[config.mk]
export PLATFORM = sky130hd
export DESIGN_NAME = vlf_ctrl
export DESIGN_NICKNAME = d
export VERILOG_FILES = /design/src/rtl/vlf_pkg.sv /design/src/rtl/vlf_u_acc.sv /design/src/rtl/vlf_addr_gen.sv /design/src/rtl/vlf_slot_ring.sv /design/src/rtl/vlf_ctrl.sv
export SDC_FILE = /design/constraint.sdc
export NUM_CORES = 1
export LEC_CHECK = 0
export ABC_CLOCK_PERIOD_IN_PS = 8900
export CAP_MARGIN = 20
export CORE_MARGIN = 2
export CORE_UTILIZATION = 52
export DETAILED_ROUTE_END_ITERATION = 8
export GPL_TIMING_DRIVEN = 0
export PLACE_DENSITY_LB_ADDON = 0.1
export SKIP_LAST_GASP = 1
export SLEW_MARGIN = 10
export SYNTH_ARGS = -nofsm -noshare
export SYNTH_HDL_FRONTEND = slang
export SYNTH_SLANG_ARGS = --single-unit
[constraint.sdc]
create_clock -name clk -period 8.9 [get_ports clk]
set_input_delay 2.225 -clock clk [delete_from_list [all_inputs] [get_ports clk]]
set_output_delay 2.225 -clock clk [all_outputs]
set_load 0.03 [all_outputs]
[src/rtl/vlf_pkg.sv]
package vlf_pkg;
  localparam int NTAP      = 5;
  localparam int SLOT_W    = 3;
  localparam int MAX_FETCH = 5;

  typedef enum logic [1:0] {S_IDLE, S_FETCH, S_EMIT} vlf_state_t;

  // reads for one segment: carry clamped to the number of taps
  function automatic logic [2:0] clamp_fetch(input logic [7:0] carry);
    return (carry > 8'(MAX_FETCH)) ? 3'(MAX_FETCH) : carry[2:0];
  endfunction

  // lines passed over without a read when the carry exceeds the tap count
  function automatic logic [7:0] skip_lines(input logic [7:0] carry);
    return (carry > 8'(MAX_FETCH)) ? carry - 8'(MAX_FETCH) : 8'd0;
  endfunction

  function automatic logic [SLOT_W-1:0] next_head(input logic [SLOT_W-1:0] h);
    return (h == SLOT_W'(NTAP - 1)) ? '0 : h + 1'b1;
  endfunction

  // slot feeding tap i, counted from the oldest line
  function automatic logic [SLOT_W-1:0] slot_of(input logic [SLOT_W-1:0] h, input int i);
    logic [3:0] s;
    s = 4'(h) + 4'(i);
    if (s >= 4'(NTAP)) s = s - 4'(NTAP);
    return s[SLOT_W-1:0];
  endfunction
endpackage

[src/rtl/vlf_u_acc.sv]
module vlf_u_acc #(
  parameter int UI = 4,
  parameter int UF = 8
) (
  input  logic           clk,
  input  logic           rst_n,
  input  logic           load,
  input  logic           step,
  input  logic [UF-1:0]  start_frac,
  input  logic [UI+UF-1:0] inc,
  output logic [UF-1:0]  frac,
  output logic [UI:0]    carry
);
  localparam int U_W = UI + UF;

  logic [U_W-1:0] inc_q;
  logic [UF-1:0]  frac_q;
  logic [U_W:0]   sum_w;

  assign sum_w = {1'b0, inc_q} + (U_W+1)'(frac_q);
  assign carry = sum_w[U_W:UF];
  assign frac  = frac_q;

  always_ff @(posedge clk or negedge rst_n) begin
    if (!rst_n) begin
      inc_q  <= '0;
      frac_q <= '0;
    end else if (load) begin
      inc_q  <= inc;
      frac_q <= start_frac;
    end else if (step) begin
      frac_q <= sum_w[UF-1:0];
    end
  end
endmodule

[src/rtl/vlf_addr_gen.sv]
module vlf_addr_gen #(
  parameter int ADDR_W  = 32,
  parameter int BLK_LSB = 6,
  parameter int BLK_W   = ADDR_W - BLK_LSB
) (
  input  logic              clk,
  input  logic              rst_n,
  input  logic              load,
  input  logic              adv,
  input  logic              skip_en,
  input  logic [7:0]        skip_n,
  input  logic [ADDR_W-1:0] base,
  input  logic [BLK_W-1:0]  off_in,
  output logic [ADDR_W-1:0] addr,
  output logic [BLK_W-1:0]  off_blk
);
  logic [BLK_W-1:0]   blk_q, off_q, step_w;
  logic [BLK_LSB-1:0] low_q;

  always_comb begin
    if (adv)          step_w = off_q;
    else if (skip_en) step_w = off_q * BLK_W'(skip_n);
    else              step_w = '0;
  end

  always_ff @(posedge clk or negedge rst_n) begin
    if (!rst_n) begin
      blk_q <= '0;
      low_q <= '0;
      off_q <= '0;
    end else if (load) begin
      blk_q <= base[ADDR_W-1:BLK_LSB];
      low_q <= base[BLK_LSB-1:0];
      off_q <= off_in;
    end else begin
      blk_q <= blk_q + step_w;
    end
  end

  assign addr    = {blk_q, low_q};
  assign off_blk = off_q;
endmodule

[src/rtl/vlf_slot_ring.sv]
module vlf_slot_ring
  import vlf_pkg::*;
(
  input  logic                   clk,
  input  logic                   rst_n,
  input  logic                   load,
  input  logic                   adv,
  output logic [SLOT_W-1:0]      head,
  output logic [NTAP*SLOT_W-1:0] tap_map
);
  logic [SLOT_W-1:0] head_q;

  always_ff @(posedge clk or negedge rst_n) begin
    if (!rst_n)   head_q <= '0;
    else if (load) head_q <= '0;
    else if (adv)  head_q <= next_head(head_q);
  end

  for (genvar i = 0; i < NTAP; i++) begin : g_tap
    assign tap_map[i*SLOT_W +: SLOT_W] = slot_of(head_q, i);
  end

  assign head = head_q;
endmodule

[src/rtl/vlf_ctrl.sv]
module vlf_ctrl
  import vlf_pkg::*;
#(
  parameter int ADDR_W  = 32,
  parameter int BLK_LSB = 6,
  parameter int UI      = 4,
  parameter int UF      = 8,
  parameter int PIX_W   = 7,
  parameter int LINE_W  = 12
) (
  input  logic                   clk,
  input  logic                   rst_n,
  input  logic                   start,
  input  logic [ADDR_W-1:0]      col_addr,
  input  logic [ADDR_W-1:0]      line_off,
  input  logic [UI+UF-1:0]       u_start,
  input  logic [UI+UF-1:0]       u_inc,
  input  logic [PIX_W-1:0]       col_pix,
  input  logic [LINE_W-1:0]      n_lines,
  output logic                   rd_valid,
  input  logic                   rd_ready,
  output logic [ADDR_W-1:0]      rd_addr,
  output logic [SLOT_W-1:0]      rd_slot,
  output logic [PIX_W-1:0]       rd_len,
  output logic [NTAP*SLOT_W-1:0] tap_map,
  output logic [UF-1:0]          phase,
  output logic                   seg_done
);
  localparam int U_W   = UI + UF;
  localparam int BLK_W = ADDR_W - BLK_LSB;

  vlf_state_t        state_q;
  logic [2:0]        left_q;
  logic [LINE_W-1:0] seg_q, n_q;
  logic [PIX_W-1:0]  pix_q;

  // named internal events
  logic        go_w, fetch_acc_w, last_w, seg_adv_w;
  logic [UI:0] carry_w;
  logic [7:0]  carry8_w;
  logic [BLK_W-1:0] off_blk_w;
  logic        unused_bits;

  assign go_w        = start && (state_q == S_IDLE);
  assign fetch_acc_w = rd_valid && rd_ready;
  assign last_w      = (seg_q + 1'b1) >= n_q;
  assign seg_adv_w   = (state_q == S_EMIT) && !last_w;
  assign carry8_w    = 8'(carry_w);
  assign unused_bits = ^{u_start[U_W-1:UF], line_off[BLK_LSB-1:0]};

  vlf_u_acc #(.UI(UI), .UF(UF)) u_uacc (
    .clk(clk), .rst_n(rst_n), .load(go_w), .step(seg_adv_w),
    .start_frac(u_start[UF-1:0]), .inc(u_inc),
    .frac(phase), .carry(carry_w)
  );

  vlf_addr_gen #(.ADDR_W(ADDR_W), .BLK_LSB(BLK_LSB)) u_addr (
    .clk(clk), .rst_n(rst_n), .load(go_w), .adv(fetch_acc_w),
    .skip_en(seg_adv_w), .skip_n(skip_lines(carry8_w)),
    .base(col_addr), .off_in(line_off[ADDR_W-1:BLK_LSB]),
    .addr(rd_addr), .off_blk(off_blk_w)
  );

  vlf_slot_ring u_ring (
    .clk(clk), .rst_n(rst_n), .load(go_w), .adv(fetch_acc_w),
    .head(rd_slot), .tap_map(tap_map)
  );

  always_ff @(posedge clk or negedge rst_n) begin
    if (!rst_n) begin
      state_q <= S_IDLE;
      left_q  <= '0;
      seg_q   <= '0;
      n_q     <= '0;
      pix_q   <= '0;
    end else begin
      unique case (state_q)
        S_IDLE: if (start) begin
          state_q <= S_FETCH;
          left_q  <= 3'(MAX_FETCH);
          seg_q   <= '0;
          n_q     <= n_lines;
          pix_q   <= col_pix;
        end
        S_FETCH: begin
          if (left_q == '0)     state_q <= S_EMIT;
          else if (fetch_acc_w) left_q  <= left_q - 1'b1;
        end
        S_EMIT: begin
          if (last_w) state_q <= S_IDLE;
          else begin
            state_q <= S_FETCH;
            left_q  <= clamp_fetch(carry8_w);
            seg_q   <= seg_q + 1'b1;
          end
        end
        default: state_q <= S_IDLE;
      endcase
    end
  end

  assign rd_valid = (state_q == S_FETCH) && (left_q != '0);
  assign seg_done = (state_q == S_EMIT);
  assign rd_len   = pix_q;
endmodule

==> results of run 1 <==
## registers in the layout (all words and copies together) (netlist names)
name and count:
rd_len 7, u_ring.head 3, u_uacc.frac 8, u_addr.off_blk 26
state_q 2, n_q 12, seg_q 12, u_uacc.inc_q 12
left_q 3, u_addr.blk_q 26, u_addr.low_q 6
## per-layer routing
metal,vias up,wire length [um]
met5,-,21
met2,341,17800
met1,5583,15300
met4,4,1090
met3,73,2260
li1,5425,-
## kinds of logic after synthesis
family                   count (synthesis)  share of synthesized area
buffers and inverters                  234                     0.0689
multiplexers                             8                    0.00687
flip-flops                             117                      0.230
XOR/XNOR                                86                     0.0613
adder cells (fa/ha/maj)                215                      0.278
AND/OR/NAND/NOR                        586                      0.212
AO/OA/AOI/OAI                          284                      0.144
## placed cells by master (no fill, tap or decap), drive strengths merged, types with 4 or more instances in the layout
cell	synthesis	layout
inv	169	179
clkbuf	61	72
nor3	15	15
fa	114	114
a211o	4	4
a21oi	77	77
or2	5	5
nand2b	12	12
nor4	4	4
o21bai	8	8
nor2	69	69
a211oi	6	6
mux2i	5	5
o21a	14	14
nor2b	13	13
o21ai	91	91
nand3b	4	4
xnor2	51	51
nand2	320	320
buf	3	55
a21boi	7	7
dfrtp	117	117
ha	101	101
clkdlybuf4s50	0	166
nand4	4	4
o31ai	22	22
nand3	16	16
xor2	33	33
and3	14	14
a31oi	6	6
a21o	21	21
and2	101	101
## layout make-up
| cell class | instances | area (um2) |
|---|---|---|
| multi-input cells | 1179 | 9390 |
| fillers | 1987 | 7860 |
| flip-flops and latches | 117 | 2930 |
| repair buffers | 213 | 2040 |
| inverters | 170 | 638 |
| clock buffers | 17 | 425 |
| well taps | 324 | 405 |
| plain buffers | 63 | 290 |
| clock inverters | 15 | 203 |
## per-stage QoR
| stage | util | setup slack (ns) |
|---|---|---|
| 5_1_grt | 0.675 | -0.227 |
| 3_3_place_gp | 0.614 | -1.04 |
| 3_5_place_dp | 0.615 | -1.16 |
| 4_1_cts | 0.658 | 0.00781 |
| 2_1_floorplan | - | 0.00842 |
| 6_report | 0.675 | 0.136 |
## timing repair
item | in CTS | in global routing
setup buffers | 23 | 22
gates resized for setup | 52 | 69
pin swaps | 40 | 81
endpoints found under the setup margin | 11 | 8
endpoints found under the hold margin | 0 | 0
## worst paths after layout
check	from	to	slack [ns]	depth (start not counted)
max	u_uacc.frac[0]	u_addr.blk_q[25]	0.14	41
min	u_addr.low_q[0]	u_addr.low_q[0]	0.47	2
max reg2reg	u_uacc.frac[0]	u_addr.blk_q[25]	0.14	41
min reg2reg	u_addr.low_q[0]	u_addr.low_q[0]	0.47	2
max in group asynchronous	rst_n	u_addr.off_blk[5]	6.44	2
min in group asynchronous	rst_n	n_q[4]	1.71	1
## worst register-to-register path, delay by kind of cell (launching register included)
kind                     cells  cell delay (ns)
AO/OA/AOI/OAI               12             2.51
XOR/XNOR                     2             0.26
adder cells (fa/ha/maj)      9             3.24
buffers and inverters        5             0.49
flip-flops                   1             0.38
multiplexers                 1             0.31
AND/OR/NAND/NOR             12             1.52
==> results.txt, run 1 <==
----------------------------------------------------
[Timing]
  Setup repair after global routing missed its margin ... true
  Timing-limited maximum frequency ... 114 MHz
  # setup viols final ... 0
  Tmin final ... 8.76 ns
  Setup TNS ... 0 ns
  Max-slew headroom at the worst pin ... 0.392
  Period utilization ... 0.985
  Clock skew after layout ... 0.0137 ns
  Number of hold violations in the final report ... 0
  Measured slew at the worst slew-check pin ... 0.912 ns
  Post-Route Hold Slack ... 0.472 ns
  Number of pins with negative max-slew slack in the final report ... 0

[Detailed routing]
  First DRT Iteration DRCs ... 673
  Wire length per cell ... 17.4 um
  Detailed Routing Iterations Pass 1 ... 5
  Number of nets still failing antenna checks after routing ... 0
  Number of remaining DRC errors ... 0
  Total length of routed wires ... 36,600 um
  Detailed-route via count ... 11.4k
  Average via count per standard cell ... 5.45

[Synthesis]
  Number of enable flip-flop cells after synthesis ... 0
  Post-synthesis instance total ... 1,530
  Top post-synthesis cells by area ... dfrtp_1 23%, fa_1 18%, ha_1 9.9%
  Dominant synthesized flop cell ... dfrtp_1
  Part of the Yosys area used for sequential elements ... 0.230
  Area share of the largest cell type after synthesis ... 0.230
  Post-synthesis cell area ... 12,800 um2
  Commonest cells post-synth ... 320 x nand2_1, 169 x inv_1, 117 x dfrtp_1
  Yosys reg bits ... 117
  Cell taking the most area after synthesis ... dfrtp_1
  Synthesized area per cell ... 8.33 um2
  Library cells used by synthesis ... 75
  Syn Nets ... 1,856
  Number of warnings issued by yosys ... 0
  Most used standard cell by instance count after synthesis ... nand2_1
  Ys async rst share ... 1.00

[Place]
  Last weighted congestion value of the routability-driven placer ... 0.945
  Number of buffer cells added on primary ports ... 167
  Final HPWL from detailed placement ... 27,200 um
  Cell count after placement ... 2,022
  Standard cell area after detailed placement ... 14,900 um2

[Global route]
  Total congestion overflow after global routing ... 0
  GR Util met3 ... 0.0537
  Global-route wire length before repair ... 59,800 um
  Vias in the first global route ... 11.6k
  Largest net degree at the start of global routing ... 69
  GR Layer Usage met1 ... 0.374
  GRT Util Overall ... 0.292
  Initial antenna violation count ... 2
  Met2 Use GR ... 0.502
  Global route hottest layer ... met2

[Worst setup path]
  Worst Path Arrival ... 9.12 ns
  Most common cell type on the critical path ... fa_1
  Setup crit start kind ... flop
  Highest fanout seen on the critical path ... 7
  Number of buffer and inverter instances along the worst setup path ... 5
  Family of cells with the greatest summed delay on the critical path ... adder cells
  Crit. End Element ... flop
  Delay of the slowest cell on the worst path ... 0.56 ns
  Crit path required time ... 9.26 ns
  Cell at the slowest stage of the critical path ... fa_1
  Type of the setup path with the least slack ... reg -> reg

[Floorplan]
  Die Outline Area ... 25,800 um2
  DIE WIDTH ... 161 um
  Number of standard-cell rows in the floorplan ... 57
  Floorplan die height ... 161 um
  Starting utilization of the core area ... 0.527
  Number of top-level pins ... 178
  Core footprint ... 24,200 um2

[Final layout]
  Share of post-route cells with drive strength above 1 ... 0.106
  Total inserted antenna cells ... 0
  Summed area of non-filler cells in the final layout ... 16,300 um2
  Number of cells in the finished layout apart from fillers ... 2,098
  Layout Area Growth over Synthesis ... 28.0%
  Final-stage net count ... 2,087

[Worst hold path]
  Path class of the lowest-slack min-delay path ... reg -> reg

[CTS]
  Root Buffer Master ... clkbuf_16
  Clock latency reported for the late side of the worst-skew pair ... 0.44 ns
  Longest Clk Path Bufs ... 2
  Clock buffer count from CTS ... 17
  Count of hold-fix buffers inserted at cts ... 0
  CTS sink count ... 117
  Clock-pin slew on the worst setup and hold paths ... 0.07 ns
  CTS tree ... done
  CTS H-tree lvls ... 4

[Run status]
  Outcome ... finished, final reports clean

[Job]
  Max-Cap Viols ... 0

----------------------------------------------------
Power of run 1 is not shown: default switching activity piles up to over one toggle a cycle in this logic, so the estimate is an artifact.
==> run 2, diff against run 1 <==
--- a/config.mk
+++ b/config.mk
@@ -5,11 +5,12 @@
 export SDC_FILE = /design/constraint.sdc
 export NUM_CORES = 1
 export LEC_CHECK = 0
-export ABC_CLOCK_PERIOD_IN_PS = 8900
+export ABC_CLOCK_PERIOD_IN_PS = 8250
 export CAP_MARGIN = 20
 export CORE_MARGIN = 2
-export CORE_UTILIZATION = 52
+export CORE_UTILIZATION = 54
 export DETAILED_ROUTE_END_ITERATION = 8
+export GPL_ROUTABILITY_DRIVEN = 0
 export GPL_TIMING_DRIVEN = 0
 export PLACE_DENSITY_LB_ADDON = 0.1
 export SKIP_LAST_GASP = 1
==> constraint.sdc (replaced) <==
create_clock -name clk -period 8.25 [get_ports clk]
set_input_delay 2.0625 -clock clk [delete_from_list [all_inputs] [get_ports clk]]
set_output_delay 2.0625 -clock clk [all_outputs]
set_load 0.03 [all_outputs]
==> run 2 against run 1 <==
The flow now finishes with violations (setup timing). Critical path type unchanged. Flip-flop and latch count stayed put. Register-to-register slack worse by 0.81 ns. Fmax is 1.7% lower. Critical endpoint is now u_addr.blk_q[24]. Hold slack better by 0.0038 ns. Largest cell class unchanged. Clock-buffer cell count stayed put. Highest routed layer is now met4.
==> results.txt, run 2 (synthesized netlist as in run 1, its figures left out) <==
----------------------------------------------------
[Run status]
  Outcome ... finished with violations
  Failing checks ... setup timing

[Place]
  Final HPWL from detailed placement ... 27,100 um (-0.42%)
  Number of buffer cells added on primary ports ... 167 (unchanged)
  Worst-case setup slack after placement ... -1.38 ns (-0.223 ns)
  Cell count after placement ... 2,017 (-0.25%)
  Standard cell area after detailed placement ... 15,000 um2 (+0.80%)

[Global route]
  GRT Util Overall ... 0.307 (+0.0152)
  Vias in the first global route ... 11.6k (+0.22%)
  Largest net degree at the start of global routing ... 62 (-10%)
  Global-route wire length before repair ... 59,100 um (-1.2%)
  Total congestion overflow after global routing ... 0 (unchanged)
  Initial antenna violation count ... 1 (-1)

[Detailed routing]
  Detailed Routing Iterations Pass 1 ... 6 (+1)
  Number of nets still failing antenna checks after routing ... 0 (unchanged)
  First DRT Iteration DRCs ... 805 (+20%)
  Total length of routed wires ... 37,700 um (+3.3%)
  Number of remaining DRC errors ... 0 (unchanged)
  Average via count per standard cell ... 5.52 (+1.4%)
  Detailed-route via count ... 11.6k (+1.7%)
  Wire length per cell ... 17.9 um (+2.9%)

[Worst hold path]
  Number of cells traversed by the worst hold path ... 2 (unchanged)
  Capture endpoint of the worst hold path ... u_addr.low_q[3]
  HP Start ... u_addr.low_q[3]
  Path class of the lowest-slack min-delay path ... reg -> reg

[Final layout]
  Summed area of non-filler cells in the final layout ... 16,500 um2 (+1.2%)
  Final-stage net count ... 2,098 (+0.53%)
  Share of post-route cells with drive strength above 1 ... 0.124 (+0.0178)
  Most common cell after layout, fill and taps aside ... nand2_1
  Commonest cells after routing, fill and taps aside ... 317 x nand2_1, 166 x clkdlybuf4s50_1, 159 x inv_1
  Layout Area Growth over Synthesis ... 29.6%
  Number of cells in the finished layout apart from fillers ... 2,105 (+0.33%)

[Timing]
  Tmin final ... 8.92 ns (+0.156 ns)
  Timing-limited maximum frequency ... 112 MHz (-1.7%)
  Number of hold violations in the final report ... 0 (unchanged)
  Number of pins with negative max-slew slack in the final report ... 0 (unchanged)
  Period utilization ... 1.08 (+0.0965)
  Setup TNS ... -3.20 ns (-3.20 ns)
  Setup repair after global routing missed its margin ... true
  # setup viols final ... 8 (+8)
  Max-slew headroom at the worst pin ... 0.318 (-0.0737)
  Clock skew after layout ... 0.0149 ns (+0.00120 ns)
  Measured slew at the worst slew-check pin ... 1.02 ns (+0.111 ns)
  Worst-case setup margin in the final layout ... -0.670 ns (-0.806 ns)

[CTS]
  CTS H-tree lvls ... 4 (unchanged)
  Count of hold-fix buffers inserted at cts ... 0 (unchanged)
  Clock buffer count from CTS ... 17 (unchanged)
  Longest Clk Path Bufs ... 2 (unchanged)
  Clock latency reported for the late side of the worst-skew pair ... 0.45 ns (about the same)
  Root Buffer Master ... clkbuf_16
  Clock-pin slew on the worst setup and hold paths ... 0.07 ns (about the same)
  CTS sink count ... 117 (unchanged)
  CTS tree ... done

[Job]
  Max-Cap Viols ... 0 (unchanged)

[Worst setup path]
  Critical R2R Capture ... u_addr.blk_q[24]
  Crit path required time ... 8.56 ns (-0.70 ns)
  Delay of the slowest cell on the worst path ... 0.56 ns (about the same)
  Worst Reg-to-Reg Cells ... 42 (+2.4%)
  Cell at the slowest stage of the critical path ... fa_1
  Most common cell type on the critical path ... fa_1
  Worst reg2reg setup slack ... -0.67 ns (-0.81 ns)
  Crit. End Element ... flop
  Type of the setup path with the least slack ... reg -> reg
  R2R Path Start ... u_uacc.frac[0]
  Highest fanout seen on the critical path ... 5 (-2)
  Worst Path Arrival ... 9.23 ns (+0.11 ns)
  Setup crit start kind ... flop

[Floorplan]
  Die Outline Area ... 24,900 um2 (-3.6%)
  Number of top-level pins ... 178 (unchanged)
  Number of standard-cell rows in the floorplan ... 56 (-1.8%)
  Starting utilization of the core area ... 0.546 (+0.0191)
  DIE WIDTH ... 158 um (-1.8%)
  Core footprint ... 23,300 um2 (-3.5%)
  Floorplan die height ... 158 um (-1.8%)

----------------------------------------------------
[run 2: cell count changes in the layout (fill, tap and decap cells not counted), moves of 5 or more]
cell / change
ha_4: +5
buf_4: +5
buf_6: +6
o21ai_1: +6
o21ai_0: -7
[run 2: what timing repair did]
item / in CTS / in global routing
buffers inserted: 25 / 30
endpoints found under the setup margin: 15 / 11
pin swaps: 52 / 63
gates cloned: 1 / 0
resized for setup: 62 / 72
[run 2: critical path: cells and delay by family, from the launching register on]
family / cells / cell delay (ns)
adder cells (fa/ha/maj): 9 / 3.28
AO/OA/AOI/OAI: 16 / 2.96
AND/OR/NAND/NOR: 7 / 0.86
buffers and inverters: 7 / 0.67
flip-flops: 1 / 0.43
XOR/XNOR: 2 / 0.30
multiplexers: 1 / 0.30
[run 2: final cells by class]
| type | instances | area (um2) |
|---|---|---|
| Antenna cell | 1 | 2.50 |
| Tap cell | 319 | 399 |
| Fill cell | 1785 | 6810 |
| Timing Repair Buffer | 224 | 2150 |
| Sequential cell | 117 | 2930 |
| Inverter | 170 | 638 |
| Clock buffer | 17 | 425 |
| Clock inverter | 15 | 155 |
| Multi-Input combinational cell | 1179 | 9520 |
| Buffer | 63 | 302 |
[run 2: routing by layer]
metal | GRT usage | share of wire
met5 | 0 | 0
met3 | 0.0476 | 0.065
met2 | 0.532 | 0.49
met1 | 0.392 | 0.41
met4 | 0.102 | 0.033
[run 2: per-stage QoR]
step / utilization / hold slack (ns)
floorplan: - / 0.450
global placement: 0.641 / 0.457
detailed placement: 0.643 / 0.462
CTS: 0.687 / 0.478
global route: 0.708 / 0.498
finish: 0.708 / 0.476
[run 2: how the worst max path moves through the flow]
stage          slack [ns]                to  cells after the start      startpoint
2_1_floorplan       -0.20  u_addr.blk_q[25]                     41  u_uacc.frac[0]
3_3_place_gp        -1.27  u_addr.blk_q[25]                     41  u_uacc.frac[0]
3_5_place_dp        -1.38  u_addr.blk_q[25]                     42  u_uacc.frac[0]
4_1_cts             -0.32  u_addr.blk_q[25]                     42  u_uacc.frac[0]
5_1_grt             -1.00  u_addr.blk_q[25]                     46  u_uacc.frac[0]
6_report            -0.67  u_addr.blk_q[24]                     42  u_uacc.frac[0]
Power of run 2 is left out for the same reason.
==> run 3, diff against run 2 <==
--- a/config.mk
+++ b/config.mk
@@ -14,7 +14,7 @@
 export GPL_TIMING_DRIVEN = 0
 export PLACE_DENSITY_LB_ADDON = 0.1
 export SKIP_LAST_GASP = 1
-export SLEW_MARGIN = 10
+export SLEW_MARGIN = 5
 export SYNTH_ARGS = -nofsm -noshare
 export SYNTH_HDL_FRONTEND = slang
 export SYNTH_SLANG_ARGS = --single-unit
==> run 3 against run 2 <==
The flow still finishes with violations (setup timing). Final cell count up 0.57%. Design area up 1.5%. Routed wire length increased by 1.5%. Clock skew is 0.0012 ns higher.
==> results.txt, run 3 (synthesized netlist as in run 1, its figures left out) <==
----------------------------------------------------
[CTS]
  Longest Clk Path Bufs ... 2 (unchanged)
  Clock latency reported for the late side of the worst-skew pair ... 0.44 ns (about the same)
  Root Buffer Master ... clkbuf_16
  Count of hold-fix buffers inserted at cts ... 0 (unchanged)
  Clock buffer count from CTS ... 17 (unchanged)
  CTS sink count ... 117 (unchanged)
  Clock-pin slew on the worst setup and hold paths ... 0.07 ns (about the same)
  CTS tree ... done
  CTS H-tree lvls ... 4 (unchanged)

[Detailed routing]
  Number of remaining DRC errors ... 0 (unchanged)
  Average via count per standard cell ... 5.54 (+0.29%)
  First DRT Iteration DRCs ... 765 (-5.0%)
  Wire length per cell ... 18.1 um (+0.91%)
  Routed length on met2 ... 18,700 um (+0.62%)
  Routed met1 length ... 15,600 um (+0.64%)
  Top layer used by detailed routing ... met4
  Detailed-route via count ... 11.7k (+0.86%)
  Total length of routed wires ... 38,300 um (+1.5%)
  Detailed Routing Iterations Pass 1 ... 5 (-1)
  Met3 wirelength from detailed routing ... 2570 um (+5.6%)
  Number of nets still failing antenna checks after routing ... 0 (unchanged)

[Worst setup path]
  Type of the setup path with the least slack ... reg -> reg
  Most common cell type on the critical path ... fa_1
  Highest fanout seen on the critical path ... 5 (unchanged)
  Worst Path Arrival ... 9.24 ns (about the same)
  Setup crit start kind ... flop
  Delay of the slowest cell on the worst path ... 0.53 ns (-0.03 ns)
  Crit. End Element ... flop
  Cell at the slowest stage of the critical path ... fa_1
  Crit path required time ... 8.58 ns (+0.02 ns)

[Global route]
  Largest net degree at the start of global routing ... 89 (+44%)
  Total congestion overflow after global routing ... 0 (unchanged)
  Initial antenna violation count ... 1 (unchanged)
  Global-route wire length before repair ... 60,500 um (+2.3%)
  GRT Util Overall ... 0.313 (+0.00605)
  Vias in the first global route ... 11.7k (+0.85%)

[Place]
  Number of buffer cells added on primary ports ... 167 (unchanged)
  Final HPWL from detailed placement ... 27,000 um (about the same)
  Cell count after placement ... 2,017 (unchanged)
  Worst-case setup slack after placement ... -1.42 ns (-0.0404 ns)

[Floorplan]
  Floorplan die height ... 158 um (unchanged)
  DIE WIDTH ... 158 um (unchanged)
  Number of standard-cell rows in the floorplan ... 56 (unchanged)
  Die Outline Area ... 24,900 um2 (unchanged)
  Number of top-level pins ... 178 (unchanged)
  Core footprint ... 23,300 um2 (unchanged)
  Starting utilization of the core area ... 0.546 (unchanged)

[Run status]
  Outcome ... finished with violations
  Failing checks ... setup timing

[Timing]
  Period utilization ... 1.08 (-0.00133)
  Setup TNS ... -3.89 ns (-0.693 ns)
  Tmin final ... 8.91 ns (-0.0109 ns)
  Number of hold violations in the final report ... 0 (unchanged)
  Max-slew headroom at the worst pin ... 0.300 (-0.0182)
  Number of pins with negative max-slew slack in the final report ... 0 (unchanged)
  Setup repair after global routing missed its margin ... true
  Timing-limited maximum frequency ... 112 MHz (+0.12%)
  Post-Route Hold Slack ... 0.473 ns (-0.00316 ns)
  Worst-case setup margin in the final layout ... -0.659 ns (+0.0109 ns)
  Measured slew at the worst slew-check pin ... 1.05 ns (+0.0273 ns)
  # setup viols final ... 9 (+1)
  Clock skew after layout ... 0.0161 ns (+0.00121 ns)

[Final layout]
  Number of cells in the finished layout apart from fillers ... 2,117 (+0.57%)
  Layout Area Growth over Synthesis ... 31.5%
  Most common cell after layout, fill and taps aside ... nand2_1
  Commonest cells after routing, fill and taps aside ... 316 x nand2_1, 166 x clkdlybuf4s50_1, 161 x inv_1
  Share of post-route cells with drive strength above 1 ... 0.137 (+0.0131)
  Final-stage net count ... 2,110 (+0.57%)

[Worst hold path]
  Path class of the lowest-slack min-delay path ... reg -> reg

[Job]
  Max-Cap Viols ... 0 (unchanged)

----------------------------------------------------
-- run 3: changes by cell type in the layout (fill, tap and decap cells not counted), sizes merged --
cell,previous run,this run
bufinv,0,1
clkbuf,75,74
clkinv,3,2
clkinvlp,3,1
inv,179,180
buf,63,77
-- run 3: per-layer routing --
metal  global-route usage  vias to the layer above
met2                0.530                      435
met5                    0                        -
met3               0.0613                      103
li1                     -                     5467
met1                0.398                     5720
met4                0.114                        0
-- run 3: through the flow --
| step | instance area (um2) | util |
|---|---|---|
| after global routing | 16800 | 0.718 |
| after floorplan | 12900 | - |
| after global placement | 15000 | 0.641 |
| final | 16800 | 0.719 |
| after detailed placement | 15000 | 0.643 |
| after CTS | 16300 | 0.698 |
-- run 3: path summary, 6_finish.rpt --
path,start,to,slack (ns),cells past startpoint
min in group asynchronous,rst_n,u_addr.off_blk[19],1.49,1
max in group asynchronous,rst_n,u_uacc.frac[2],5.96,2
min,rd_len[6],rd_len[6],0.47,2
max reg2reg,u_uacc.inc_q[0],u_addr.blk_q[25],-0.66,40
min reg2reg,rd_len[6],rd_len[6],0.47,2
max,u_uacc.inc_q[0],u_addr.blk_q[25],-0.66,40
-- run 3: layout make-up --
type | instances | area, um2
Clock buffer | 18 | 439
Timing Repair Buffer | 236 | 2250
Antenna cell | 1 | 2.50
Clock inverter | 14 | 153
Fill cell | 1765 | 6570
Sequential cell | 117 | 2930
Tap cell | 319 | 399
Multi-Input combinational cell | 1179 | 9650
Buffer | 63 | 307
Inverter | 170 | 638
-- run 3: worst max-delay path, delay by kind of cell, from the launching register on --
family | cells | cell delay [ns]
adder cells (fa/ha/maj) | 9 | 3.28
AO/OA/AOI/OAI | 13 | 2.56
AND/OR/NAND/NOR | 8 | 1.23
buffers and inverters | 6 | 0.66
multiplexers | 2 | 0.43
flip-flops | 1 | 0.41
XOR/XNOR | 2 | 0.25
-- run 3: timing repair --
item,CTS,global route
resized for setup,91,65
pin swaps,79,93
setup buffers,41,28
setup endpoints to repair,15,11
cloned,1,0
Power of run 3 is left out for the same reason.
